==> src/rtl/i2c_tgt_pkg.sv <==
package i2c_tgt_pkg;
  localparam int FLG_SAD = 0;
  localparam int FLG_SSD = 1;
  localparam int FLG_GCA = 2;
  localparam int IE_SAD  = 0;
  localparam int IE_SSD  = 1;

  typedef enum logic [3:0] {
    ST_IDLE,   // not addressed
    ST_ADDR,   // shifting in the address byte
    ST_AACK,   // driving the address acknowledge
    ST_HOLD,   // SCL stretched, waiting for a release pulse
    ST_TX,     // shifting a byte out
    ST_TACK,   // sampling the master's answer
    ST_RX,     // shifting a byte in
    ST_RHOLD,  // byte received, SCL stretched before its acknowledge
    ST_RACK,   // driving the receive acknowledge
    ST_WAIT    // released, waiting for start or stop
  } tgt_state_e;
endpackage

==> src/rtl/i2c_tgt_inflt.sv <==
module i2c_tgt_inflt #(
  parameter int SYNC_STAGES = 2,
  parameter int FILT_LEN    = 2
) (
  input  logic clk,
  input  logic rst_n,
  input  logic din,
  output logic dout
);
  logic [SYNC_STAGES-1:0] sync_q;
  logic [FILT_LEN-1:0]    hist_q;

  always_ff @(posedge clk or negedge rst_n) begin
    if (!rst_n) begin
      sync_q <= '1;
      hist_q <= '1;
      dout   <= 1'b1;
    end else begin
      sync_q <= {sync_q[SYNC_STAGES-2:0], din};
      hist_q <= {hist_q[FILT_LEN-2:0], sync_q[SYNC_STAGES-1]};
      if (&hist_q)       dout <= 1'b1;
      else if (~|hist_q) dout <= 1'b0;
    end
  end
endmodule

==> src/rtl/i2c_tgt_cond.sv <==
module i2c_tgt_cond (
  input  logic clk,
  input  logic rst_n,
  input  logic scl_f,
  input  logic sda_f,
  output logic scl_rise,
  output logic scl_fall,
  output logic start_det,
  output logic stop_det,
  output logic bus_busy
);
  logic scl_q, sda_q;

  always_ff @(posedge clk or negedge rst_n) begin
    if (!rst_n) begin
      scl_q <= 1'b1;
      sda_q <= 1'b1;
    end else begin
      scl_q <= scl_f;
      sda_q <= sda_f;
    end
  end

  assign scl_rise  = scl_f & ~scl_q;
  assign scl_fall  = ~scl_f & scl_q;
  assign start_det = scl_f & scl_q & sda_q & ~sda_f;
  assign stop_det  = scl_f & scl_q & ~sda_q & sda_f;

  always_ff @(posedge clk or negedge rst_n) begin
    if (!rst_n)         bus_busy <= 1'b0;
    else if (start_det) bus_busy <= 1'b1;
    else if (stop_det)  bus_busy <= 1'b0;
  end
endmodule

==> src/rtl/i2c_tgt_fsm.sv <==
module i2c_tgt_fsm
  import i2c_tgt_pkg::*;
#(
  parameter int DATA_W = 8
) (
  input  logic              clk,
  input  logic              rst_n,
  input  logic              scl_rise,
  input  logic              scl_fall,
  input  logic              start_det,
  input  logic              stop_det,
  input  logic              sda_f,
  input  logic              master_sel,
  input  logic              gc_disable,
  input  logic              nak_sel,
  input  logic              tb_set,
  input  logic [DATA_W-1:0] tx_data,
  input  logic [DATA_W-2:0] own_addr,
  input  logic [2:0]        flag_clr,
  output logic              scl_oe,
  output logic              sda_oe,
  output logic [DATA_W-1:0] rx_data,
  output logic              rwm,
  output logic              ack_nak,
  output logic              sad,
  output logic              ssd,
  output logic              gcad
);
  localparam int CNT_W = $clog2(DATA_W + 1);
  localparam logic [CNT_W-1:0] CNT_FULL = CNT_W'(DATA_W);
  localparam logic [CNT_W-1:0] CNT_LAST = CNT_W'(DATA_W - 1);

  tgt_state_e        st;
  logic [CNT_W-1:0]  cnt;
  logic [DATA_W-1:0] sh;
  logic              in_xfer;
  logic              own_hit, gc_hit;

  assign gc_hit  = (sh[DATA_W-1:1] == '0) && !sh[0] && !gc_disable;
  assign own_hit = (sh[DATA_W-1:1] == own_addr) || gc_hit;

  always_ff @(posedge clk or negedge rst_n) begin
    if (!rst_n) begin
      st      <= ST_IDLE;
      cnt     <= '0;
      sh      <= '0;
      in_xfer <= 1'b0;
      scl_oe  <= 1'b0;
      sda_oe  <= 1'b0;
      rx_data <= '0;
      rwm     <= 1'b0;
      ack_nak <= 1'b0;
      sad     <= 1'b0;
      ssd     <= 1'b0;
      gcad    <= 1'b0;
    end else begin
      if (flag_clr[FLG_SAD]) sad  <= 1'b0;
      if (flag_clr[FLG_SSD]) ssd  <= 1'b0;
      if (flag_clr[FLG_GCA]) gcad <= 1'b0;

      if (master_sel) begin
        st      <= ST_IDLE;
        scl_oe  <= 1'b0;
        sda_oe  <= 1'b0;
        in_xfer <= 1'b0;
      end else if (stop_det) begin
        st     <= ST_IDLE;
        scl_oe <= 1'b0;
        sda_oe <= 1'b0;
        if (in_xfer) ssd <= 1'b1;
        in_xfer <= 1'b0;
      end else if (start_det) begin
        st     <= ST_ADDR;
        cnt    <= '0;
        scl_oe <= 1'b0;
        sda_oe <= 1'b0;
      end else begin
        unique case (st)
          ST_ADDR: begin
            if (scl_rise) begin
              sh  <= {sh[DATA_W-2:0], sda_f};
              cnt <= cnt + 1'b1;
            end else if (scl_fall && cnt == CNT_FULL) begin
              if (own_hit) begin
                st      <= ST_AACK;
                sda_oe  <= 1'b1;
                sad     <= 1'b1;
                gcad    <= gc_hit;
                rwm     <= sh[0];
                in_xfer <= 1'b1;
              end else begin
                st <= ST_WAIT;
              end
            end
          end
          ST_AACK: begin
            if (scl_fall) begin
              sda_oe <= 1'b0;
              scl_oe <= 1'b1;
              st     <= ST_HOLD;
            end
          end
          ST_HOLD: begin
            if (tb_set) begin
              scl_oe <= 1'b0;
              cnt    <= '0;
              if (rwm) begin
                sh     <= tx_data;
                sda_oe <= ~tx_data[DATA_W-1];
                st     <= ST_TX;
              end else begin
                st <= ST_RX;
              end
            end
          end
          ST_TX: begin
            if (scl_fall) begin
              cnt <= cnt + 1'b1;
              if (cnt == CNT_LAST) begin
                sda_oe <= 1'b0;
                st     <= ST_TACK;
              end else begin
                sh     <= {sh[DATA_W-2:0], 1'b0};
                sda_oe <= ~sh[DATA_W-2];
              end
            end
          end
          ST_TACK: begin
            if (scl_rise) ack_nak <= sda_f;
            else if (scl_fall) begin
              if (!ack_nak) begin
                scl_oe <= 1'b1;
                st     <= ST_HOLD;
              end else begin
                st <= ST_WAIT;
              end
            end
          end
          ST_RX: begin
            if (scl_rise) begin
              sh  <= {sh[DATA_W-2:0], sda_f};
              cnt <= cnt + 1'b1;
            end else if (scl_fall && cnt == CNT_FULL) begin
              rx_data <= sh;
              scl_oe  <= 1'b1;
              st      <= ST_RHOLD;
            end
          end
          ST_RHOLD: begin
            if (tb_set) begin
              sda_oe <= ~nak_sel;
              scl_oe <= 1'b0;
              st     <= ST_RACK;
            end
          end
          ST_RACK: begin
            if (scl_fall) begin
              sda_oe <= 1'b0;
              cnt    <= '0;
              st     <= ST_RX;
            end
          end
          default: ;
        endcase
      end
    end
  end
endmodule

==> src/rtl/i2c_tgt_stretch.sv <==
module i2c_tgt_stretch
  import i2c_tgt_pkg::*;
#(
  parameter int              DATA_W      = 8,
  parameter int              SYNC_STAGES = 2,
  parameter int              FILT_LEN    = 2,
  parameter logic [DATA_W-2:0] RST_ADDR  = 7'h01
) (
  input  logic              clk,
  input  logic              rst_n,
  input  logic              scl_i,
  input  logic              sda_i,
  output logic              scl_oe,
  output logic              sda_oe,
  input  logic              master_sel,
  input  logic              gc_disable,
  input  logic              nak_sel,
  input  logic              tb_set,
  input  logic [DATA_W-1:0] tx_data,
  output logic [DATA_W-1:0] rx_data,
  input  logic              addr_we,
  input  logic [DATA_W-2:0] addr_wd,
  output logic [DATA_W-2:0] own_addr,
  input  logic [2:0]        flag_clr,
  input  logic [1:0]        irq_en,
  output logic              sad,
  output logic              ssd,
  output logic              gcad,
  output logic              rwm,
  output logic              ack_nak,
  output logic              bus_busy,
  output logic              irq
);
  localparam int N_LINES = 2;

  logic [N_LINES-1:0] raw_lines, flt_lines;
  logic scl_rise, scl_fall, start_det, stop_det;

  assign raw_lines = {sda_i, scl_i};

  for (genvar g = 0; g < N_LINES; g++) begin : g_line
    i2c_tgt_inflt #(.SYNC_STAGES(SYNC_STAGES), .FILT_LEN(FILT_LEN)) u_flt (
      .clk  (clk),
      .rst_n(rst_n),
      .din  (raw_lines[g]),
      .dout (flt_lines[g])
    );
  end

  i2c_tgt_cond u_cond (
    .clk      (clk),
    .rst_n    (rst_n),
    .scl_f    (flt_lines[0]),
    .sda_f    (flt_lines[1]),
    .scl_rise (scl_rise),
    .scl_fall (scl_fall),
    .start_det(start_det),
    .stop_det (stop_det),
    .bus_busy (bus_busy)
  );

  always_ff @(posedge clk or negedge rst_n) begin
    if (!rst_n)       own_addr <= RST_ADDR;
    else if (addr_we) own_addr <= addr_wd;
  end

  i2c_tgt_fsm #(.DATA_W(DATA_W)) u_fsm (
    .clk       (clk),
    .rst_n     (rst_n),
    .scl_rise  (scl_rise),
    .scl_fall  (scl_fall),
    .start_det (start_det),
    .stop_det  (stop_det),
    .sda_f     (flt_lines[1]),
    .master_sel(master_sel),
    .gc_disable(gc_disable),
    .nak_sel   (nak_sel),
    .tb_set    (tb_set),
    .tx_data   (tx_data),
    .own_addr  (own_addr),
    .flag_clr  (flag_clr),
    .scl_oe    (scl_oe),
    .sda_oe    (sda_oe),
    .rx_data   (rx_data),
    .rwm       (rwm),
    .ack_nak   (ack_nak),
    .sad       (sad),
    .ssd       (ssd),
    .gcad      (gcad)
  );

  assign irq = (sad & irq_en[IE_SAD]) | (ssd & irq_en[IE_SSD]);
endmodule

==> config.mk <==
export PLATFORM = sky130hd
export DESIGN_NAME = i2c_tgt_stretch
export DESIGN_NICKNAME = d
export VERILOG_FILES = /design/src/rtl/i2c_tgt_pkg.sv /design/src/rtl/i2c_tgt_inflt.sv /design/src/rtl/i2c_tgt_cond.sv /design/src/rtl/i2c_tgt_fsm.sv /design/src/rtl/i2c_tgt_stretch.sv
export SDC_FILE = /design/constraint.sdc
export NUM_CORES = 1
export LEC_CHECK = 0
export BUFFER_PORTS_ARGS = -buffer_cell sky130_fd_sc_hd__buf_2
export CAP_MARGIN = 25
export CORE_ASPECT_RATIO = 1.4
export CORE_MARGIN = 1.5
export CORE_UTILIZATION = 25
export CTS_BUF_LIST = sky130_fd_sc_hd__clkbuf_2
export DETAILED_ROUTE_END_ITERATION = 10
export GPL_TIMING_DRIVEN = 0
export PLACE_DENSITY = 0.42
export SKIP_CTS_REPAIR_TIMING = 1
export SLEW_MARGIN = 15
export SYNTH_ARGS = -nofsm -noshare
export SYNTH_HDL_FRONTEND = slang
export SYNTH_HIERARCHICAL = 1
export SYNTH_SLANG_ARGS = --single-unit
==> constraint.sdc <==
create_clock -name clk -period 2.6 [get_ports clk]
set_clock_uncertainty 0.1 [all_clocks]
set_input_delay 0.52 -clock clk [delete_from_list [all_inputs] [get_ports clk]]
set_output_delay 0.52 -clock clk [all_outputs]
set_load 0.02 [all_outputs]
==> results of run 1 <==
[registers in the layout, summed over array words and instances (netlist names)]
register             count
u_fsm/rx_data            8
u_fsm/sda_oe             1
u_cond/bus_busy          1
g_line.u_flt/hist_q      4
own_addr                 7
u_fsm/sad                1
u_fsm/in_xfer            1
u_fsm/cnt                4
u_cond/sda_q             1
u_fsm/ack_nak            1
g_line.u_flt/sync_q      4
u_fsm/gcad               1
u_fsm/scl_oe             1
g_line.u_flt/dout        2
u_fsm/ssd                1
u_fsm/sh                 8
u_cond/scl_q             1
u_fsm/st                 4
u_fsm/rwm                1
[layout by cell type, fill, tap and decap left out, drive strengths merged, types with 6 or more instances in the layout]
master / Yosys / final
buf: 10 / 64
dfrtp: 39 / 39
mux2: 34 / 34
inv: 15 / 16
nor2: 15 / 15
o21ai: 15 / 15
dfstp: 13 / 13
nand2: 13 / 13
nor2b: 9 / 9
a21oi: 9 / 9
clkbuf: 3 / 8
xnor2: 7 / 7
nand3: 7 / 7
o211ai: 6 / 6
nor3: 6 / 6
[routing by layer]
| metal | vias up | GRT usage | routed length, um |
|---|---|---|---|
| met1 | 1111 | 0.1626 | 3411 |
| met2 | 61 | 0.2187 | 3995 |
| met4 | 0 | 0.05473 | 155 |
| met5 | - | 0 | 0 |
| met3 | 10 | 0.02653 | 309 |
| li1 | 1116 | - | - |
[layout make-up]
| cell class | count | area, sq um |
|---|---|---|
| diodes | 1 | 2.502 |
| plain buffers | 13 | 80.08 |
| clock buffers | 5 | 25.02 |
| clock inverters | 3 | 26.28 |
| fillers | 1189 | 7948 |
| inverters | 15 | 56.30 |
| multi-input cells | 191 | 1508 |
| flip-flops and latches | 52 | 1318 |
| well taps | 144 | 180.2 |
| repair buffers | 57 | 310.3 |
[final timing paths]
kind	to	slack, ns	depth (start not counted)
min	u_fsm/sad	0.1	2
min reg2reg	g_line[1].u_flt/hist_q[0]	0.28	0
max reg2reg	u_fsm/sh[1]	0.11	8
min in group asynchronous	u_fsm/sad	0.51	2
max in group asynchronous	u_fsm/st[0]	1.46	2
max	u_fsm/sh[1]	0.11	8
[cell families after synthesis]
group | share of synthesized area
XOR/XNOR | 0.02070
adder cells (fa/ha/maj) | 0.01690
flip-flops | 0.4449
multiplexers | 0.1521
AND/OR/NAND/NOR | 0.1584
buffers and inverters | 0.04605
AO/OA/AOI/OAI | 0.1610
[report_power, final]
part	internal [mW]	switching [mW]
logic	0.598	0.733
registers	0.976	0.206
clock network	0.0725	0.283
[worst register-to-register path: cells and delay by family (launching register included)]
| family | cells | cell delay (ns) |
|---|---|---|
| compound gates | 2 | 0.49 |
| flops | 1 | 0.65 |
| buf+inv | 2 | 0.29 |
| simple gates | 3 | 0.53 |
| mux | 1 | 0.37 |
==> results.toml, run 1 <==
[timing]
rsz0062_at_grt = "false"
whs_ns = 0.09984
max_freq_mhz = 401.0
hold_violations = 0
setup_tns_ns = 0
min_period_over_period = 0.9592
setup_ws_ns = 0.1062
relSlewSlack = 0.5467
finalSetupViolCount = 0
drv_slew = 0
max_slew.worst_pin.slew_ns = 0.6800
fin_crit_ns = 2.494

[logic_synthesis]
yosys_most_used_dff = "dfrtp_1"
synth_area_leaders = "dfrtp_1 (33%), dfstp_2 (12%), mux2_2 (9.1%)"
yosysWarnings = 6
syn_area_per_cell_sq_um = 10.93
synth_common_cells = "dfrtp_1 (39), mux2_2 (24), inv_1 (15)"
netlist_area_sq_um = 2962
ys_types = 66
ys_seq_area_frac = 0.4449
synth_top_cell_by_area = "dfrtp_1"
synth.top_cell.area_share = 0.3295
synth.most_common_cell = "dfrtp_1"
async_flop_share = 1.000
synth_edf_count = 0
syn_nets = 304
synthCells = 271
synth_seq_cells = 52

[global_route]
grt_overflow = 0
grt_pass1_wl_mm = 12.63
grt.total_usage = 0.1315
grt_antenna_before_repair = 1
grt_max_degree = 53
grt_pass1_vias = 2353

[place]
dpl.hpwl_mm = 5.942
dp.cells = 466
post-place-ws_ns = 0.08707
gp_congestion = 0.8685
placed_area_sq_um = 3400
portBuffers = 51

[floorplan]
die_x_um = 94.99
die_h_um = 131.8
initial_utilization = 0.2586
fp-row-count = 46
dieArea_sq_um = 12520
ios = 53
core_area_sq_um = 11450

[worst_setup_path]
crit_path_cell_trace = "nor2_1 > buf_6 > or3_1 > buf_6 > nor2_2 > a21boi_2 > o221ai_2 > mux2_2"
crit_path_frequent_cell = "buf_6"
start_kind = "flip-flop"
worst_ep_required_time_ns = 2.88
cp_max_fo = 10
cp_slowest_stage_delay_ns = 0.65
timing_worst_setup_path_type = "flip-flop to flip-flop"
path_buf_inv = 2
slowest_stage = "dfstp_2"
r2r_start = "g_line[1].u_flt/dout"
end_kind = "flip-flop"
cp.arrival_ns = 2.78
crit_path_start = "g_line[1].u_flt/dout"
crit_family = "flip-flops"

[min_path]
holdCritPathClass = "input port to flip-flop"
min-delay-start = "flag_clr[0]"

[outcome]
status = "finished, final reports clean"

[final_layout]
drive_gt1_frac = 0.3988
finalInstanceArea_sq_um = 3506
syn2layout_area_growth_pct = 18.38
final_cell_count_no_fill = 481
final_core_util = 0.3061
layout.nets = 368

[detailed_routing]
wl_mm = 7.871
routedWlPerCell_um = 16.36
ant_nets = 0
drtPass1Iterations = 4
vias_per_cell = 4.778
vias = 2298
drt_iter0_drc = 87
drc_errors = 0

[clocking]
h-tree-depth = 2
ctsRootBufferMaster = "clkbuf_2"
cts_buffers = 5
cts_tree = "yes"
clockBufferDepth = 2
clk_latency_ns = 0.45
clk_pin_slew_worst_paths_ns = 0.28
clock_sinks = 52

[pwr]
ir_drop_mv = 0.2880
total_power_mw = 2.869
power_leakage_nw = 1.594
powerDensity_nw_per_um2 = 818.3

[flow_run]
drv.max_cap_violation_count = 0
Power figures use the tool's default switching activity.
==> run 2: changes to the inputs <==
--- a/config.mk
+++ b/config.mk
@@ -14,6 +14,7 @@
 export DETAILED_ROUTE_END_ITERATION = 10
 export GPL_TIMING_DRIVEN = 0
 export PLACE_DENSITY = 0.42
+export SETUP_SLACK_MARGIN = 0.5
 export SKIP_CTS_REPAIR_TIMING = 1
 export SLEW_MARGIN = 15
 export SYNTH_ARGS = -nofsm -noshare
==> results.toml, run 2 (synthesized netlist as in run 1, its figures left out) <==
[worst_setup_path]
timing_worst_setup_path_type = "flip-flop to flip-flop"
crit_path_cell_trace = "nor2_2 > buf_6 > or3_4 > buf_8 > nor2_4 > a21boi_4 > o221ai_4 > mux2_4"
path_buf_inv = 2
crit_family = "flip-flops"
cp_slowest_stage_delay_ns = 0.64
end_kind = "flip-flop"
slowest_stage = "dfstp_2"
worst_ep_required_time_ns = 2.89
start_kind = "flip-flop"
cp.arrival_ns = 2.65
cp_max_fo = 8

[global_route]
grt.total_usage = 0.1390
grt_pass1_vias = 2444
grt_overflow = 0
grt_antenna_before_repair = 1
grt_pass1_wl_mm = 13.32
grt_max_degree = 53

[final_layout]
top_regs = "u_fsm/rx_data: 8 flops, u_fsm/sh: 8 flops, own_addr: 7 flops"
layout_common_cells = "buf_2 (56), dfrtp_1 (37), mux2_2 (22), buf_4 (19), inv_1 (15)"
drive_gt1_frac = 0.4716
layout.nets = 384
syn2layout_area_growth_pct = 27.67
final_core_util = 0.3301
finalInstanceArea_sq_um = 3781
final_common_cell = "buf_2"

[floorplan]
initial_utilization = 0.2586
fp-row-count = 46
die_x_um = 94.99
dieArea_sq_um = 12520
core_area_sq_um = 11450
die_h_um = 131.8
ios = 53

[min_path]
holdCritPathClass = "input port to flip-flop"

[timing]
setup_tns_ns = 0
hold_violations = 0
min_period_over_period = 0.9094
rsz0062_at_grt = "true"
finalSetupViolCount = 0
max_slew.worst_pin.slew_ns = 0.7035
relSlewSlack = 0.5310
drv_slew = 0
fin_crit_ns = 2.364
max_freq_mhz = 422.9

[clocking]
clockBufferDepth = 2
cts_buffers = 5
ctsRootBufferMaster = "clkbuf_2"
clk_latency_ns = 0.47
cts_tree = "yes"
h-tree-depth = 2
clk_pin_slew_worst_paths_ns = 0.31
clock_sinks = 52

[detailed_routing]
ant_nets = 0
vias = 2428
drc_errors = 0
routedWlPerCell_um = 16.95
drt_iter0_drc = 100
drtPass1Iterations = 4
wl_mm = 8.425
vias_per_cell = 4.885

[pwr]
powerDensity_nw_per_um2 = 826.8
power_leakage_nw = 1.711
ir_drop_mv = 0.2927
total_power_mw = 3.126

[flow_run]
drv.max_cap_violation_count = 0

[place]
dpl.hpwl_mm = 6.116
portBuffers = 51
gp_congestion = 0.8760
placed_area_sq_um = 3400

[outcome]
status = "finished, final reports clean"
[run 2: cell types whose count changed in the layout (fill, tap and decap cells not counted), sizes merged]
cell and delta:
buf +16
[run 2: final timing paths]
check	start	end	slack, ns	depth (start not counted)
worst max-delay path	g_line[1].u_flt/dout	u_fsm/sh[6]	0.24	8
worst min-delay path	flag_clr[0]	u_fsm/sad	0.06	2
worst max register to register	g_line[1].u_flt/dout	u_fsm/sh[6]	0.24	8
worst min register to register	g_line[1].u_flt/sync_q[1]	g_line[1].u_flt/hist_q[0]	0.28	0
max in group asynchronous	rst_n	u_fsm/sh[2]	1.44	2
min in group asynchronous	rst_n	u_fsm/rx_data[0]	0.48	2
[run 2: layout make-up]
type                    instances  area, sq um
diodes                          1        2.502
plain buffers                  13        88.84
clock buffers                   5        25.02
clock inverters                 3        26.28
fillers                      1209         7672
inverters                      15        56.30
multi-input cells             191         1644
flip-flops and latches         52         1320
well taps                     144        180.2
repair buffers                 73        437.9
[run 2: layer usage]
metal | global-route usage | wire length, um | vias to the layer above
li1 | - | - | 1149
met1 | 0.1682 | 3631 | 1196
met2 | 0.2413 | 4278 | 72
met3 | 0.02422 | 326 | 11
met4 | 0.05058 | 188 | 0
met5 | 0 | 0 | -
[run 2: where the power goes]
group | leakage, nW | internal, mW | switching, mW | total, mW
clock network | 0.0271 | 0.0723 | 0.299 | 0.372
registers | 0.637 | 0.980 | 0.212 | 1.19
logic | 1.05 | 0.726 | 0.837 | 1.56
[run 2: through the flow]
step                      hold slack, ns  instances  setup WS (ns)
after CTS                       -0.08028        474       0.006188
after global routing            0.005933        497         0.1581
final                            0.06008        497         0.2356
after floorplan                   0.1244        271         0.4381
after detailed placement          0.2473        466        0.08727
after global placement            0.2458        466        0.09331
